$ cat config.mk
export PLATFORM = sky130hd
export DESIGN_NAME = operand_addr_unit
export DESIGN_NICKNAME = d
export VERILOG_FILES = /design/src/rtl/ea_pkg.sv /design/src/rtl/ea_mode_decode.sv /design/src/rtl/ea_ext_capture.sv /design/src/rtl/ea_addr_calc.sv /design/src/rtl/operand_addr_unit.sv
export SDC_FILE = /design/constraint.sdc
export NUM_CORES = 1
export LEC_CHECK = 0
export ABC_CLOCK_PERIOD_IN_PS = 7800
export BUFFER_PORTS_ARGS = -buffer_cell sky130_fd_sc_hd__buf_2
export CAP_MARGIN = 25
export CORE_AREA = 3 3 176 212
export CTS_CLUSTER_SIZE = 30
export DETAILED_ROUTE_END_ITERATION = 16
export DIE_AREA = 0 0 179 215
export PLACE_DENSITY = 0.7
export SLEW_MARGIN = 20
export SYNTH_ARGS = -nofsm -noshare
export SYNTH_HDL_FRONTEND = slang
export SYNTH_SLANG_ARGS = --single-unit
export TNS_END_PERCENT = 5
$ cat constraint.sdc
create_clock -name clk -period 7.8 [get_ports clk]
set_input_delay 2.34 -clock clk [delete_from_list [all_inputs] [get_ports clk]]
set_output_delay 2.34 -clock clk [all_outputs]
set_load 0.005 [all_outputs]
$ cat src/rtl/ea_pkg.sv
package ea_pkg;

  typedef enum logic [3:0] {
    MC_DREG, MC_AREG, MC_IND, MC_POST, MC_PRE, MC_DISP, MC_INDEX,
    MC_ABSW, MC_ABSL, MC_PCDISP, MC_PCINDEX, MC_IMM, MC_BAD
  } mode_cls_e;

  typedef enum logic [2:0] {
    ST_IDLE, ST_FETCH1, ST_FETCH2, ST_CALC, ST_DONE
  } ea_state_e;

  localparam logic [1:0] SZ_BYTE = 2'd0;
  localparam logic [1:0] SZ_WORD = 2'd1;

  function automatic mode_cls_e classify(input logic [5:0] m);
    mode_cls_e c;
    case (m[5:3])
      3'd0: c = MC_DREG;
      3'd1: c = MC_AREG;
      3'd2: c = MC_IND;
      3'd3: c = MC_POST;
      3'd4: c = MC_PRE;
      3'd5: c = MC_DISP;
      3'd6: c = MC_INDEX;
      default: begin
        case (m[2:0])
          3'd0: c = MC_ABSW;
          3'd1: c = MC_ABSL;
          3'd2: c = MC_PCDISP;
          3'd3: c = MC_PCINDEX;
          3'd4: c = MC_IMM;
          default: c = MC_BAD;
        endcase
      end
    endcase
    return c;
  endfunction

  // Auto-modify step; the stack register never goes to an odd address.
  function automatic logic [2:0] step_of(input logic [1:0] sz, input logic is_sp);
    logic [2:0] s;
    if (sz == SZ_BYTE)      s = is_sp ? 3'd2 : 3'd1;
    else if (sz == SZ_WORD) s = 3'd2;
    else                    s = 3'd4;
    return s;
  endfunction

endpackage

$ cat src/rtl/ea_mode_decode.sv
module ea_mode_decode
  import ea_pkg::*;
#(
  parameter int CYC_W = 5
) (
  input  logic [5:0]       mode,
  input  logic [1:0]       size,
  output mode_cls_e        cls,
  output logic [1:0]       n_words,
  output logic [CYC_W-1:0] cost,
  output logic             bad,
  output logic             ro
);
  localparam logic [CYC_W-1:0] LONG_EXTRA = CYC_W'(4);

  logic             is_long;
  logic [CYC_W-1:0] base_cost;

  always_comb begin
    cls     = classify(mode);
    is_long = size[1];
    bad     = (cls == MC_BAD);
    ro      = (cls == MC_IMM);
    case (cls)
      MC_DISP, MC_INDEX, MC_ABSW, MC_PCDISP, MC_PCINDEX: n_words = 2'd1;
      MC_ABSL: n_words = 2'd2;
      MC_IMM:  n_words = is_long ? 2'd2 : 2'd1;
      default: n_words = 2'd0;
    endcase
    case (cls)
      MC_IND, MC_POST, MC_IMM:          base_cost = CYC_W'(4);
      MC_PRE:                           base_cost = CYC_W'(6);
      MC_DISP, MC_ABSW, MC_PCDISP:      base_cost = CYC_W'(8);
      MC_INDEX, MC_PCINDEX:             base_cost = CYC_W'(10);
      MC_ABSL:                          base_cost = CYC_W'(12);
      default:                          base_cost = '0;
    endcase
    if (base_cost != '0 && is_long) cost = base_cost + LONG_EXTRA;
    else                            cost = base_cost;
  end
endmodule

$ cat src/rtl/ea_ext_capture.sv
module ea_ext_capture #(
  parameter int ADDR_W = 32,
  parameter int WORD_W = 16,
  parameter int PC_SIG = 24
) (
  input  logic              clk,
  input  logic              rst_n,
  input  logic              load,
  input  logic [ADDR_W-1:0] pc_in,
  input  logic              take,
  input  logic              second,
  input  logic [WORD_W-1:0] data,
  output logic [WORD_W-1:0] w1,
  output logic [WORD_W-1:0] w2,
  output logic [PC_SIG-1:0] pc_base,
  output logic [ADDR_W-1:0] pc_cur
);
  localparam logic [ADDR_W-1:0] PC_STEP = ADDR_W'(WORD_W / 8);

  logic              w1_en, w2_en, pc_en;
  logic [ADDR_W-1:0] pc_d;

  always_comb begin
    w1_en = take && !second;
    w2_en = take && second;
    pc_en = load || take;
    pc_d  = load ? pc_in : pc_cur + PC_STEP;
  end

  always_ff @(posedge clk or negedge rst_n) begin
    if (!rst_n) begin
      w1      <= '0;
      w2      <= '0;
      pc_base <= '0;
      pc_cur  <= '0;
    end else begin
      if (w1_en) w1 <= data;
      if (w2_en) w2 <= data;
      if (load)  pc_base <= pc_in[PC_SIG-1:0];
      if (pc_en) pc_cur <= pc_d;
    end
  end
endmodule

$ cat src/rtl/ea_addr_calc.sv
module ea_addr_calc
  import ea_pkg::*;
#(
  parameter int ADDR_W = 32,
  parameter int WORD_W = 16,
  parameter int PC_SIG = 24
) (
  input  mode_cls_e         cls,
  input  logic [3:0]        reg_code,
  input  logic [1:0]        size,
  input  logic [WORD_W-1:0] w1,
  input  logic [WORD_W-1:0] w2,
  input  logic [ADDR_W-1:0] base_val,
  input  logic [ADDR_W-1:0] index_val,
  input  logic [PC_SIG-1:0] pc_base,
  output logic [ADDR_W-1:0] addr,
  output logic              wb_req,
  output logic [ADDR_W-1:0] wb_val
);
  localparam int DISP8_W = 8;

  logic [ADDR_W-1:0] disp16, disp8, idx_term, pc_ext, step, dec_val;

  always_comb begin
    disp16   = {{(ADDR_W-WORD_W){w1[WORD_W-1]}}, w1};
    disp8    = {{(ADDR_W-DISP8_W){w1[DISP8_W-1]}}, w1[DISP8_W-1:0]};
    idx_term = w1[11] ? index_val
                      : {{(ADDR_W-WORD_W){index_val[WORD_W-1]}}, index_val[WORD_W-1:0]};
    pc_ext   = {{(ADDR_W-PC_SIG){pc_base[PC_SIG-1]}}, pc_base};
    step     = ADDR_W'(step_of(size, reg_code[2:0] == 3'd7));
    dec_val  = base_val - step;
    wb_req   = 1'b0;
    wb_val   = base_val + step;
    case (cls)
      MC_DREG, MC_AREG: addr = ADDR_W'(reg_code);
      MC_IND:     addr = base_val;
      MC_POST: begin
        addr   = base_val;
        wb_req = 1'b1;
      end
      MC_PRE: begin
        addr   = dec_val;
        wb_val = dec_val;
        wb_req = 1'b1;
      end
      MC_DISP:    addr = base_val + disp16;
      MC_INDEX:   addr = base_val + idx_term + disp8;
      MC_ABSW:    addr = disp16;
      MC_ABSL:    addr = {w1, w2};
      MC_PCDISP:  addr = pc_ext + disp16;
      MC_PCINDEX: addr = pc_ext + idx_term + disp8;
      MC_IMM: begin
        if (size[1])           addr = {w1, w2};
        else if (size == SZ_WORD) addr = ADDR_W'(w1);
        else                   addr = ADDR_W'(w1[7:0]);
      end
      default:    addr = '0;
    endcase
  end
endmodule

$ cat src/rtl/operand_addr_unit.sv
module operand_addr_unit
  import ea_pkg::*;
#(
  parameter int ADDR_W = 32,
  parameter int WORD_W = 16,
  parameter int PC_SIG = 24,
  parameter int CYC_W  = 5
) (
  input  logic              clk,
  input  logic              rst_n,
  input  logic              start,
  input  logic [5:0]        ea_mode,
  input  logic [1:0]        size,
  input  logic [ADDR_W-1:0] pc_in,
  input  logic              ext_valid,
  input  logic [WORD_W-1:0] ext_data,
  output logic              ext_ready,
  output logic [3:0]        rf_idx_a,
  input  logic [ADDR_W-1:0] rf_data_a,
  output logic [3:0]        rf_idx_b,
  input  logic [ADDR_W-1:0] rf_data_b,
  output logic [ADDR_W-1:0] ea_addr,
  output logic              is_reg,
  output logic              wb_en,
  output logic [3:0]        wb_idx,
  output logic [ADDR_W-1:0] wb_value,
  output logic [CYC_W-1:0]  cycles,
  output logic              no_write,
  output logic              illegal,
  output logic [ADDR_W-1:0] pc_out,
  output logic              done
);
  ea_state_e state_q, state_d;
  logic [5:0] mode_q, mode_sel;
  logic [1:0] size_q, size_sel;
  logic       accept, take, calc_en;

  mode_cls_e        cls;
  logic [1:0]       n_words;
  logic [CYC_W-1:0] cost;
  logic             bad, ro;

  logic [WORD_W-1:0] w1, w2;
  logic [PC_SIG-1:0] pc_base;
  logic [ADDR_W-1:0] calc_addr, calc_wb;
  logic              calc_wb_req;

  logic [ADDR_W-1:0] addr_q, wbv_q;
  logic [CYC_W-1:0]  cyc_q;
  logic              reg_q, wbr_q, bad_q, ro_q;

  always_comb begin
    accept   = (state_q == ST_IDLE) && start;
    mode_sel = (state_q == ST_IDLE) ? ea_mode : mode_q;
    size_sel = (state_q == ST_IDLE) ? size : size_q;
    ext_ready = (state_q == ST_FETCH1) || (state_q == ST_FETCH2);
    take     = ext_ready && ext_valid;
    calc_en  = (state_q == ST_CALC);
    rf_idx_a = {1'b1, mode_q[2:0]};
    rf_idx_b = w1[WORD_W-1 -: 4];
  end

  ea_mode_decode #(.CYC_W(CYC_W)) u_dec (
    .mode(mode_sel), .size(size_sel), .cls(cls), .n_words(n_words),
    .cost(cost), .bad(bad), .ro(ro)
  );

  ea_ext_capture #(.ADDR_W(ADDR_W), .WORD_W(WORD_W), .PC_SIG(PC_SIG)) u_ext (
    .clk(clk), .rst_n(rst_n), .load(accept), .pc_in(pc_in), .take(take),
    .second(state_q == ST_FETCH2), .data(ext_data), .w1(w1), .w2(w2),
    .pc_base(pc_base), .pc_cur(pc_out)
  );

  ea_addr_calc #(.ADDR_W(ADDR_W), .WORD_W(WORD_W), .PC_SIG(PC_SIG)) u_calc (
    .cls(cls), .reg_code(mode_q[3:0]), .size(size_q), .w1(w1), .w2(w2),
    .base_val(rf_data_a), .index_val(rf_data_b), .pc_base(pc_base),
    .addr(calc_addr), .wb_req(calc_wb_req), .wb_val(calc_wb)
  );

  // Next-state process
  always_comb begin
    state_d = state_q;
    case (state_q)
      ST_IDLE: if (start) begin
        if (bad || n_words == 2'd0) state_d = ST_CALC;
        else                        state_d = ST_FETCH1;
      end
      ST_FETCH1: if (ext_valid) state_d = (n_words == 2'd2) ? ST_FETCH2 : ST_CALC;
      ST_FETCH2: if (ext_valid) state_d = ST_CALC;
      ST_CALC:   state_d = ST_DONE;
      ST_DONE:   state_d = ST_IDLE;
      default:   state_d = ST_IDLE;
    endcase
  end

  // Register process
  always_ff @(posedge clk or negedge rst_n) begin
    if (!rst_n) begin
      state_q <= ST_IDLE;
      mode_q  <= '0;
      size_q  <= '0;
      addr_q  <= '0;
      wbv_q   <= '0;
      cyc_q   <= '0;
      reg_q   <= 1'b0;
      wbr_q   <= 1'b0;
      bad_q   <= 1'b0;
      ro_q    <= 1'b0;
    end else begin
      state_q <= state_d;
      if (accept) begin
        mode_q <= ea_mode;
        size_q <= size;
      end
      if (calc_en) begin
        addr_q <= bad ? '0 : calc_addr;
        wbv_q  <= calc_wb;
        cyc_q  <= cost;
        reg_q  <= (cls == MC_DREG) || (cls == MC_AREG);
        wbr_q  <= calc_wb_req && !bad;
        bad_q  <= bad;
        ro_q   <= ro;
      end
    end
  end

  always_comb begin
    done     = (state_q == ST_DONE);
    wb_en    = done && wbr_q;
    wb_idx   = {1'b1, mode_q[2:0]};
    wb_value = wbv_q;
    ea_addr  = addr_q;
    is_reg   = reg_q;
    cycles   = cyc_q;
    illegal  = done && bad_q;
    no_write = ro_q;
  end
endmodule

==> key figures, run 1 <==
Run status
  – Outcome: complete, no violations

Die
  – Core Area: roughly 35000 um2
  – Starting Density: roughly half
  – Die Y: ~220 um
  – Row Count: 75
  – # IOs: between 200 and 250
  – Total die area: approximately 38000 um2
  – Die width: ~180 um

Drt
  – Routed Antenna Nets: 0
  – Via Count: 17707
  – Final WL: around 67 mm
  – First-pass DRT Iterations: 9
  – Iter 0 DRT Violations: 1885
  – Vias per cell: between 6 and 7
  – Drt drc: 0
  – DR WL/cell: 24.3 um

STA
  – Worst Max-Slew Pin Slew: 1100 ps
  – Setup violation total in the final timing report: 0
  – Setup TNS: 0 ps
  – Fmax: between 150 and 200 MHz
  – Skew final: between 30 and 40 ps
  – Final Hold Vio Count: 0
  – Min Clock Period, post-route: 6170 ps
  – Slew Viols, Final: 0
  – Period utilization: 79.1%
  – RSZ-0062 raised after global routing: false
  – Rel. slew slack: between 20 and 25%
  – Hold slack final: 476 ps

Critical path
  – CP top delay family: compound AO/OA/AOI/OAI gates
  – Critical path class: input port to flop
  – Crit path max fanout: 5
  – Slowest CP cell: a21oi_1
  – Crit. Startpoint: rf_data_b[1]
  – CP bufs+invs: 1
  – Critical Path Source Type: input port
  – CP Cell Sequence: buf_2 -> fa_1 -> ha_1 -> fa_1 -> a211oi_2 -> o211ai_1 -> a21oi_1 -> a211oi_2 -> a2111oi_2 -> o31ai_1 -> xnor2_1 -> a22oi_1 -> a41oi_1 -> a221o_1
  – Reg-to-Reg Start: u_ext.w1[7]
  – WP data arrival: between 6000 and 7000 ps
  – CP peak stage delay: ~520 ps
  – Required time of the critical path: just over 8000 ps
  – Worst setup EP type: flop

CTS
  – Clk sink count: approximately 170
  – Clk Latency, worst-skew pair: a little under 500 ps
  – Post-CTS Hold Fix Bufs: 0
  – Clock Path Buffers: 2
  – H-tree Lvls: 4
  – Root Buffer: clkbuf_16
  – Num CTS Buffers: 17
  – CTS tree: yes
  – CTS resizes: 0
  – Post-CTS setup buffer count: 0
  – Clock-pin transition on the worst setup and hold timing paths: about 90 ps

Global route
  – Grt ovf: 0
  – First-pass GRT wire length: 102 mm
  – Antenna violations before repair: 4
  – Vias in the first global route: 17456
  – Largest net degree at the start of global routing: 99
  – Aggregate global-route resource usage: around a third

Final layout
  – Area delta synth->final: 11.6%
  – Layout Nets: around 2600
  – Layout cells sized above 1: between 15 and 20%
  – Non-Filler Instances: between 2000 and 3000

Worst hold path
  – Min-delay worst type: flop to flop
  – HP Start: wb_value[29]

Logic synthesis
  – Ys Warns: 0
  – Main synth FF type: dfrtp_1
  – Unique masters post-synth: just under 90
  – Yosys reg bits: roughly 170
  – Post-synth EDFFs: 0
  – Avg Cell Area, Syn: just over 8 um2
  – Synth Instances: ~2100
  – Sequential area share after synthesis: 24.3%
  – Async set or reset register ratio after synthesis: 100%
  – Synthesized area: around 18000 um2

Placed design
  – Routability cong.: ~0.97
  – Port buffer count: roughly 240
  – Inst Count DP: ~2700
  – DP HPWL: around 53 mm

Flow run
  – Max-cap viol count: 0
## layout by cell type (no fill, tap or decap), types with 18 or more instances in the layout
cell,instances
o21ai_0,189
a31oi_1,23
fa_1,68
nor3_1,38
buf_2,238
nand2_1,321
dfrtp_1,170
xor2_1,69
a21o_1,41
mux2_2,35
mux2i_1,19
a211oi_1,18
ha_1,130
nor2_1,120
inv_1,42
xnor2_1,88
nand4_1,34
nand3_1,50
buf_4,24
a21oi_1,160
o211ai_1,24
a221oi_1,24
## tightest hold or removal path, cell delays in order (launching register included)
cell and delay, ps:
dfrtp_1 340, nand2_1 40, o21ai_0 60
## stage by stage
stage	setup slack [ps]	area, um2	utilization [%]
after floorplan	1680	17600	-
after global placement	1230	19000	54.0
after detailed placement	1190	19000	54.0
after CTS	1700	19700	55.9
after global routing	1370	19700	55.9
final	1630	19700	55.9
## layer usage
| metal | vias to the layer above | global-route usage [%] | wire length, um |
|---|---|---|---|
| met5 | - | 0 | 17 |
| met4 | 2 | 22.4 | 5020 |
| met3 | 267 | 6.50 | 5400 |
| met2 | 916 | 54.3 | 30700 |
| met1 | 8430 | 42.8 | 25700 |
| li1 | 8092 | - | - |
## Yosys cell counts (38+ instances only)
cell type    n  share of area (%)
ha_1       130                9.2
a21oi_1    160                4.5
clkbuf_1    86                1.8
nor2_1     121                2.6
xnor2_1     88                4.4
nand3_1     50                1.4
inv_1       42               0.90
fa_1        68                7.7
a21o_1      41                1.7
dfrtp_1    171                 24
nor3_1      38                1.1
nand2_1    321                6.8
xor2_1      69                3.4
o21ai_0    189                5.4
## cell type report
class / count / area (um2)
timing repair buffer: 263 / 1390
tap: 462 / 578
clock buffer: 20 / 457
multi-input combinational: 1781 / 12600
antenna: 2 / 5.00
fill: 3376 / 15500
inverter: 42 / 158
clock inverter: 12 / 185
sequential: 171 / 4280
## kinds of logic after synthesis
group	share of synthesized area (%)
other cells	0.0426
fa+ha+maj	17.0
flops	24.3
mux	3.32
compound gates	24.8
xor+xnor	7.81
simple gates	18.6
buf+inv	4.19
## path summary, 6_finish.rpt
check	to	slack [ps]	cells past startpoint
max in group asynchronous	u_ext.w1[7]	4720	2
setup / recovery	ea_addr[31]	1630	14
hold reg to reg	wb_value[29]	480	2
hold / removal	wb_value[29]	480	2
setup reg to reg	ea_addr[31]	2780	13
min in group asynchronous	ea_addr[31]	1850	1
Power of run 1 is left out: the tool's default activity adds up to more than one toggle a clock period on the data nets, which glitch-free logic cannot reach.
==> run 2, diff against run 1 <==
Settings changed: ABC_CLOCK_PERIOD_IN_PS 7800 to 5410, PLACE_DENSITY 0.7 to 0.73.
Clock period 7.8 ns to 5.41 ns, I/O delays scaled along.
==> run 2 against run 1 <==
Compared with the run above: non-clock buffer count increased by 69; cell area is 2.5% higher; die area stayed put; first-iteration DRC count shrank 6.8%; sequential cell count is the same; wire length increased by 0.54%; core utilization rose by 1.4 points; clock skew decreased by 17 ps; count of clock-buffer cells in the layout is 2 lower; critical path type unchanged.
==> key figures, run 2 (synthesis gave the netlist of run 1 again) <==
STA
  – Period utilization: between 90% and 100%
  – Fmax: between 200 and 250 MHz
  – Rel. slew slack: 31.6% (+6.9 points)
  – Worst Max-Slew Pin Slew: 1030 ps (-75.5 ps)
  – Setup TNS: 0 ps (unchanged)
  – Final Hold Vio Count: 0 (unchanged)
  – Slew Viols, Final: 0 (unchanged)
  – Setup violation total in the final timing report: 0 (unchanged)
  – RSZ-0062 raised after global routing: false
  – Min Clock Period, post-route: between 4000 and 5000 ps
  – Skew final: 16.4 ps (-16.8 ps)

Critical path
  – CP bufs+invs: 2 (+1)
  – Critical Path Source Type: input port
  – CP Cell Sequence: buf_2 -> fa_1 -> ha_1 -> fa_1 -> a211oi_2 -> o211ai_1 -> a21oi_1 -> buf_4 -> a211oi_2 -> a2111oi_2 -> o31ai_1 -> xnor2_1 -> a22oi_1 -> a41oi_1 -> a221o_1
  – CP top delay family: compound AO/OA/AOI/OAI gates
  – Crit. Startpoint: rf_data_b[1]
  – Reg-to-Reg Start: u_ext.w1[7]
  – Worst setup EP type: flop
  – Required time of the critical path: 5780 ps (-2400 ps)
  – WP data arrival: 5270 ps (-1280 ps)
  – CP peak stage delay: 480 ps (-40 ps)
  – Critical path class: input port to flop
  – Slowest CP cell: fa_1
  – Crit path max fanout: 3 (-2)

Die
  – # IOs: 243 (unchanged)
  – Core Area: 35200 um2 (unchanged)
  – Starting Density: 50.1% (unchanged)
  – Die width: 179 um (unchanged)
  – Row Count: 75 (unchanged)
  – Die Y: 215 um (unchanged)
  – Total die area: 38500 um2 (unchanged)

Placed design
  – Routability cong.: 1.00 (+3.2%)
  – DP HPWL: 53.8 mm (+2.1%)
  – Inst Count DP: 2787 (+2.5%)
  – Port buffer count: 239 (unchanged)

Drt
  – Routed Antenna Nets: 0 (unchanged)
  – Vias per cell: 6.40 (-0.53%)
  – Iter 0 DRT Violations: 1756 (-6.8%)
  – DR WL/cell: 23.8 um (-1.9%)
  – Final WL: 67.2 mm (+0.54%)
  – First-pass DRT Iterations: 6 (-3)
  – Via Count: 18049 (+1.9%)
  – Drt drc: 0 (unchanged)

CTS
  – Clk Latency, worst-skew pair: 480 ps (about the same)
  – Num CTS Buffers: 17 (unchanged)
  – Root Buffer: clkbuf_16
  – Clock-pin transition on the worst setup and hold timing paths: 80 ps (about the same)
  – Clk sink count: 171 (unchanged)
  – Post-CTS setup buffer count: 0 (unchanged)
  – CTS resizes: 0 (unchanged)
  – CTS tree: yes
  – H-tree Lvls: 4 (unchanged)
  – Clock Path Buffers: 2 (unchanged)
  – Post-CTS Hold Fix Bufs: 0 (unchanged)

Final layout
  – Non-Filler Instances: 2821 (+2.5%)
  – Layout Nets: 2667 (+2.7%)
  – Area delta synth->final: 14.4%
  – Most frequent cells in the layout: nand2_1, buf_2, o21ai_0, dfrtp_1, a21oi_1
  – Layout cells sized above 1: 18.1% (+2.5 points)
  – Most common cell after layout, fill and taps aside: nand2_1

Global route
  – Aggregate global-route resource usage: 34.9% (+0.47 points)
  – Grt ovf: 0 (unchanged)
  – First-pass GRT wire length: 103 mm (+1.6%)
  – Vias in the first global route: 17652 (+1.1%)
  – Antenna violations before repair: 1 (-3)
  – Largest net degree at the start of global routing: 113 (+14%)

Worst hold path
  – Min-delay worst type: flop to flop
  – HP Start: wb_value[23]

Run status
  – Outcome: complete, no violations

Flow run
  – Max-cap viol count: 0 (unchanged)
run 2: cell types whose count changed in the layout (fill, tap and decap cells not counted), sizes merged:
| cell | previous run | this run |
|---|---|---|
| buf | 262 | 332 |
| clkbuf | 21 | 18 |
| clkinv | 1 | 3 |
| diode | 2 | 1 |
| bufinv | 4 | 0 |
| inv | 45 | 49 |
run 2: path summary, 6_finish.rpt:
kind	to	slack, ps	cells after the start
worst max register to register	ea_addr[28]	940	14
max in group asynchronous	u_ext.w1[7]	3190	2
worst max-delay path	ea_addr[31]	510	15
worst min register to register	wb_value[23]	480	2
worst min-delay path	wb_value[23]	480	2
min in group asynchronous	wb_value[30]	1130	1
run 2: final cells by class:
type	instances	area, um2
timing repair buffer	332	1960
clock inverter	14	136
fill	3321	15000
sequential	171	4280
inverter	42	158
multi-input combinational	1781	12600
tap	462	578
antenna	1	2.50
clock buffer	18	429
run 2: routing by layer:
layer | vias up | routed length (um) | part of all wire (%) | global-route usage [%]
li1 | 8236 | - | - | -
met1 | 8647 | 26100 | 39 | 43.5
met2 | 907 | 30700 | 46 | 55.0
met3 | 259 | 5340 | 7.9 | 7.08
met4 | 0 | 5040 | 7.5 | 22.0
met5 | - | 0 | 0 | 0
run 2: worst min-delay path: cells and delay by family, from the launching register on:
| kind | cells | cell delay, ps |
|---|---|---|
| AOI/OAI and AO/OA | 1 | 60 |
| DFF | 1 | 340 |
| and+or+nand+nor | 1 | 50 |
run 2: metrics by stage:
| step | setup slack [ps] | hold WS [ps] | area, um2 | utilization (%) |
|---|---|---|---|---|
| 5_1_grt | 296 | 498 | 20100 | 57.3 |
| 6_report | 509 | 478 | 20100 | 57.3 |
| 2_1_floorplan | 8.10 | 461 | 17600 | - |
| 3_5_place_dp | 22.3 | 464 | 19600 | 55.6 |
| 4_1_cts | 532 | 482 | 20100 | 57.2 |
| 3_3_place_gp | 46.9 | 456 | 19600 | 55.6 |
Power of run 2 is left out for the same reason.
